`src/rtl/burst_col_pkg.sv`:
```
package burst_col_pkg;
  typedef enum logic [2:0] {
    BLC_ONE  = 3'b000,
    BLC_TWO  = 3'b001,
    BLC_FOUR = 3'b010,
    BLC_EIGHT= 3'b011,
    BLC_PAGE = 3'b111
  } blen_code_e;

  localparam int BLC_W = 3;
endpackage

```
`src/rtl/blen_decode.sv`:
```
module blen_decode
  import burst_col_pkg::*;
#(
  parameter int COL_W = 8
) (
  input  logic [BLC_W-1:0] code,
  input  logic             want_inter,
  output logic [COL_W-1:0] wrap_mask,
  output logic             page_mode,
  output logic             use_inter,
  output logic             bad_order
);
  always_comb begin
    wrap_mask = '0;
    page_mode = 1'b0;
    case (blen_code_e'(code))
      BLC_ONE:   wrap_mask = COL_W'(0);
      BLC_TWO:   wrap_mask = COL_W'(1);
      BLC_FOUR:  wrap_mask = COL_W'(3);
      BLC_EIGHT: wrap_mask = COL_W'(7);
      BLC_PAGE: begin
        wrap_mask = '1;
        page_mode = 1'b1;
      end
      default:   wrap_mask = COL_W'(0);
    endcase
    bad_order = want_inter & page_mode;
    use_inter = want_inter & ~page_mode;
  end
endmodule

```
`src/rtl/col_calc.sv`:
```
module col_calc #(
  parameter int COL_W = 8
) (
  input  logic [COL_W-1:0] base,
  input  logic [COL_W-1:0] wrap_mask,
  input  logic             use_inter,
  input  logic [COL_W-1:0] beat_idx,
  output logic [COL_W-1:0] addr
);
  logic [COL_W-1:0] summed;
  assign summed = base + beat_idx;

  for (genvar b = 0; b < COL_W; b++) begin : g_bit
    always_comb begin
      if (!wrap_mask[b])
        addr[b] = base[b];
      else if (use_inter)
        addr[b] = base[b] ^ beat_idx[b];
      else
        addr[b] = summed[b];
    end
  end
endmodule

```
`src/rtl/beat_ctl.sv`:
```
module beat_ctl #(
  parameter int COL_W = 8
) (
  input  logic             clk,
  input  logic             rst,
  input  logic             start,
  input  logic             stop,
  input  logic [COL_W-1:0] ld_mask,
  input  logic             ld_page,
  output logic             run_q,
  output logic             run_nxt,
  output logic             fin_q,
  output logic [COL_W-1:0] idx_nxt,
  output logic [COL_W-1:0] mask_sel
);
  logic [COL_W-1:0] beat_q;
  logic [COL_W-1:0] mask_q;
  logic             page_q;
  logic             page_sel;
  logic             fin_nxt;

  always_comb begin
    mask_sel = start ? ld_mask : mask_q;
    page_sel = start ? ld_page : page_q;
    idx_nxt  = start ? '0 : beat_q + 1'b1;
    run_nxt  = start | (run_q & ~stop & ~fin_q);
    fin_nxt  = run_nxt & ~page_sel & (idx_nxt == mask_sel);
  end

  always_ff @(posedge clk) begin
    if (rst) begin
      run_q  <= 1'b0;
      fin_q  <= 1'b0;
      beat_q <= '0;
      mask_q <= '0;
      page_q <= 1'b0;
    end else begin
      run_q <= run_nxt;
      fin_q <= fin_nxt;
      if (run_nxt) beat_q <= idx_nxt;
      if (start) begin
        mask_q <= ld_mask;
        page_q <= ld_page;
      end
    end
  end
endmodule

```
`src/rtl/burst_col_seq.sv`:
```
module burst_col_seq
  import burst_col_pkg::*;
#(
  parameter int COL_W = 8
) (
  input  logic             clk,
  input  logic             rst,
  input  logic             start,
  input  logic [COL_W-1:0] start_col,
  input  logic [2:0]       bl_code,
  input  logic             interleave,
  input  logic             stop,
  output logic             col_valid,
  output logic [COL_W-1:0] col_addr,
  output logic             last_beat,
  output logic             order_err
);
  logic [COL_W-1:0] dec_mask;
  logic             dec_page, dec_inter, dec_bad;
  logic             run_q, run_nxt, fin_q;
  logic [COL_W-1:0] idx_nxt, mask_sel;
  logic [COL_W-1:0] base_q, base_sel, addr_nxt, addr_q;
  logic             inter_q, inter_sel, err_q;

  blen_decode #(.COL_W(COL_W)) u_dec (
    .code(bl_code), .want_inter(interleave),
    .wrap_mask(dec_mask), .page_mode(dec_page),
    .use_inter(dec_inter), .bad_order(dec_bad)
  );

  beat_ctl #(.COL_W(COL_W)) u_ctl (
    .clk(clk), .rst(rst), .start(start), .stop(stop),
    .ld_mask(dec_mask), .ld_page(dec_page),
    .run_q(run_q), .run_nxt(run_nxt), .fin_q(fin_q),
    .idx_nxt(idx_nxt), .mask_sel(mask_sel)
  );

  assign base_sel  = start ? start_col : base_q;
  assign inter_sel = start ? dec_inter : inter_q;

  col_calc #(.COL_W(COL_W)) u_calc (
    .base(base_sel), .wrap_mask(mask_sel), .use_inter(inter_sel),
    .beat_idx(idx_nxt), .addr(addr_nxt)
  );

  always_ff @(posedge clk) begin
    if (rst) begin
      base_q  <= '0;
      inter_q <= 1'b0;
      err_q   <= 1'b0;
      addr_q  <= '0;
    end else begin
      if (start) begin
        base_q  <= start_col;
        inter_q <= dec_inter;
      end
      err_q <= start ? dec_bad : (run_nxt & err_q);
      if (run_nxt) addr_q <= addr_nxt;
    end
  end

  assign col_valid = run_q;
  assign col_addr  = addr_q;
  assign last_beat = fin_q;
  assign order_err = err_q;
endmodule

```
`config.mk`:
```
export PLATFORM = sky130hd
export DESIGN_NAME = burst_col_seq
export DESIGN_NICKNAME = d
export VERILOG_FILES = /design/src/rtl/burst_col_pkg.sv /design/src/rtl/blen_decode.sv /design/src/rtl/col_calc.sv /design/src/rtl/beat_ctl.sv /design/src/rtl/burst_col_seq.sv
export SDC_FILE = /design/constraint.sdc
export NUM_CORES = 1
export LEC_CHECK = 0
export BUFFER_PORTS_ARGS = -buffer_cell sky130_fd_sc_hd__buf_2
export CORE_MARGIN = 3
export CORE_UTILIZATION = 40
export CTS_BUF_LIST = sky130_fd_sc_hd__clkbuf_8 sky130_fd_sc_hd__clkbuf_16
export DETAILED_ROUTE_END_ITERATION = 6
export SYNTH_ARGS = -nofsm -noshare
export SYNTH_HDL_FRONTEND = slang
export SYNTH_SLANG_ARGS = --single-unit
```
`constraint.sdc`:
```
create_clock -name clk -period 2.45 [get_ports clk]
set_input_delay 0.1225 -clock clk [delete_from_list [all_inputs] [get_ports clk]]
set_output_delay 0.1225 -clock clk [all_outputs]
set_load 0.005 [all_outputs]
```
==> flow_metrics.tcl <==
set metrics [dict create \
    clockRootBuffer "clkbuf_8" \
    dr.pass1.iters 4 \
    die_x_um 78.7 \
    r2r_cells 10 \
    clockBufferDepth 2 \
    yosysWarnings 0 \
    finish.instance_area_um2 2520 \
    antenna_found_initial 0 \
    fmax_mhz 432 \
    r2r-start "u_ctl.beat_q[0]" \
    place_ws_ps 74.2 \
    fill_cells 493 \
    fp-row-count 25 \
    grt_overflow 0 \
    yosys.area.top_type "dfxtp_1" \
    synth_area_leaders "dfxtp_1 35%, nor2_1 6.9%, xnor2_1 5.8%, ha_1 4.7%, a21oi_1 4.5%" \
    initial_core_util 0.430 \
    htree_levels 2 \
    setup_viol 0 \
    drive_above_1_share 0.226 \
    p_leak_nw 1.04 \
    netlist_instances 255 \
    ff2ff_setup_slack_ps 130 \
    dp_cells 348 \
    die_y_um 78.7 \
    ioPinCount 27 \
    whs_ps 91.6 \
    synthArstFlopShare 0 \
    portBuffers 26 \
    synth.distinct_cells 52 \
    yosysSeqAreaShare 0.351 \
    yosysTopAreaCellShare 0.351 \
    die_area_um2 6190 \
    wl_mm 5.04 \
    hold_start "interleave" \
    cp-endpoint "col_addr[7]" \
    r2r_end "col_addr[7]" \
    cp-start-kind "flip-flop" \
    cts_hold_buf 0 \
    cts.sinks 37 \
    powerDensity_nw_per_um2 503 \
    synth_area_um2 2110 \
    postRouteAntennaNets 0 \
    num_vias 1841 \
    hold_viol_final 0 \
    maxSlewHeadroom 0.383 \
    grt_max_degree 33 \
    avgRoutedWirePerCell_um 14.2 \
    drc 0 \
    clk_pin_slew_ps 70 \
    postCtsResizedCells 0 \
    fin_nets 313 \
    critPathKind "flip-flop to flip-flop" \
    cts_made_buffers 5 \
    finalNonFillerCells 355 \
    cap_violations 0 \
    slew_viol_final 0 \
    syn_area_per_cell_um2 8.28 \
    first_iter_violations 58 \
    cp.arrival_ps 2490 \
    post-route-util 0.513 \
    synthToLayoutAreaGrowth_pct 19.3 \
    fin_ws_ps 134 \
    synthFlopType "dfxtp_1" \
    period_needed_ps 2320 \
    grt_use_total 0.175 \
    routed_via_density 5.19 \
    antenna_cells 0 \
    grt_pass1_wl_mm 8.38 \
    outcome "finished, final reports clean" \
    critPathMaxFanout 3 \
    period_share 0.945 \
    worstSetupStartpoint "u_ctl.beat_q[0]" \
    grt_pass1_vias 1735 \
    fin_worst_skew_ps 3.61 \
    insertion_delay_ps 290 \
    final_cell_mix "38 x nor2_1, 37 x dfxtp_1, 26 x buf_2" \
    cts_tree "built" \
    hpwlAfterDp_mm 3.73 \
    tightest_slew_ps 923 \
    peakVddDrop_v 0.000313 \
    syn_nets 280 \
    synth-edff-count 0 \
    core_area_um2 4910 \
    place_area_um2 2360 \
    end_kind "flip-flop" \
    final_common_cell "nor2_1" \
    critPathRequiredTime_ps 2620 \
    place_congestion 0.890 \
    ys_ff_latch 37 \
    cts_setup_buffers 0 \
    hp-class "input pin to flip-flop" \
]
==> power breakdown <==
part / internal (W) / total, W / switching (W)
Sequential: 0.000628 / 0.000639 / 0.0000107
Clock: 0.000219 / 0.000423 / 0.000204
Combinational: 0.0000868 / 0.000206 / 0.000119
Total: 0.000934 / 0.00127 / 0.000334
==> state kept, by name (all words and copies together), names as in the netlist <==
| name | cells |
|---|---|
| col_addr | 8 |
| u_ctl.run_q | 1 |
| u_ctl.mask_q | 8 |
| base_q | 8 |
| order_err | 1 |
| u_ctl.fin_q | 1 |
| u_ctl.page_q | 1 |
| inter_q | 1 |
| u_ctl.beat_q | 8 |
==> stage by stage <==
| stage | power (W) | TNS, ps |
|---|---|---|
| final | 0.00127 | 0 |
| after global routing | 0.00133 | -2.81 |
| after CTS | 0.00128 | 0 |
| after detailed placement | 0.000853 | 0 |
| after global placement | 0.000852 | 0 |
| after floorplan | 0.000782 | 0 |
==> worst max-delay path, cell delays in order, from the launching register on <==
cell and delay (ps):
dfxtp_1 320, ha_1 340, nand2_1 130, inv_1 60
ha_1 310, nand2_1 90, nor3_1 250, o21ai_2 140
o21a_1 230, o211ai_1 220, o211ai_2 100
==> cells in the mapped netlist, drive strengths merged, types with 6 or more instances <==
cell type,count
xnor2,14
nor2,40
buf,7
clkbuf,6
nor2b,6
o21ai,10
nand3,7
a21oi,20
dfxtp,37
xor2,6
ha,8
nand2,22
inv,6
==> layer usage <==
metal	track usage	vias up	part of all wire
met3	0.0367	8	0.042
met2	0.266	29	0.45
met5	0	-	0
met1	0.240	848	0.49
met4	0.0682	0	0.017
li1	-	956	-
==> cells by family after synthesis <==
kind of cell             count (synthesis)  synth area share
multiplexers                             8            0.0403
flip-flops                              37             0.351
XOR/XNOR                                21            0.0936
buffers and inverters                   20            0.0421
adder cells (fa/ha/maj)                  9            0.0569
AO/OA/AOI/OAI                           55             0.172
AND/OR/NAND/NOR                        105             0.245
==> area by class of cell <==
type	instances	area [µm²]	share of cell area
Clock buffer	6	82.6	0.0328
Clock inverter	1	3.75	0.00149
Inverter	7	26.3	0.0104
Multi-Input combinational cell	198	1360	0.538
Sequential cell	37	741	0.294
Tap cell	67	83.8	0.0333
Timing Repair Buffer	39	228	0.0904
==> worst min path at each step <==
stage	endpoint	slack, ps	depth (start not counted)
3_5_place_dp	order_err	390	3
5_1_grt	order_err	120	3
4_1_cts	order_err	90	3
2_1_floorplan	u_ctl.run_q	210	1
3_3_place_gp	order_err	380	3
6_report	order_err	90	3
No activity file was read; power rests on OpenSTA's default activity.
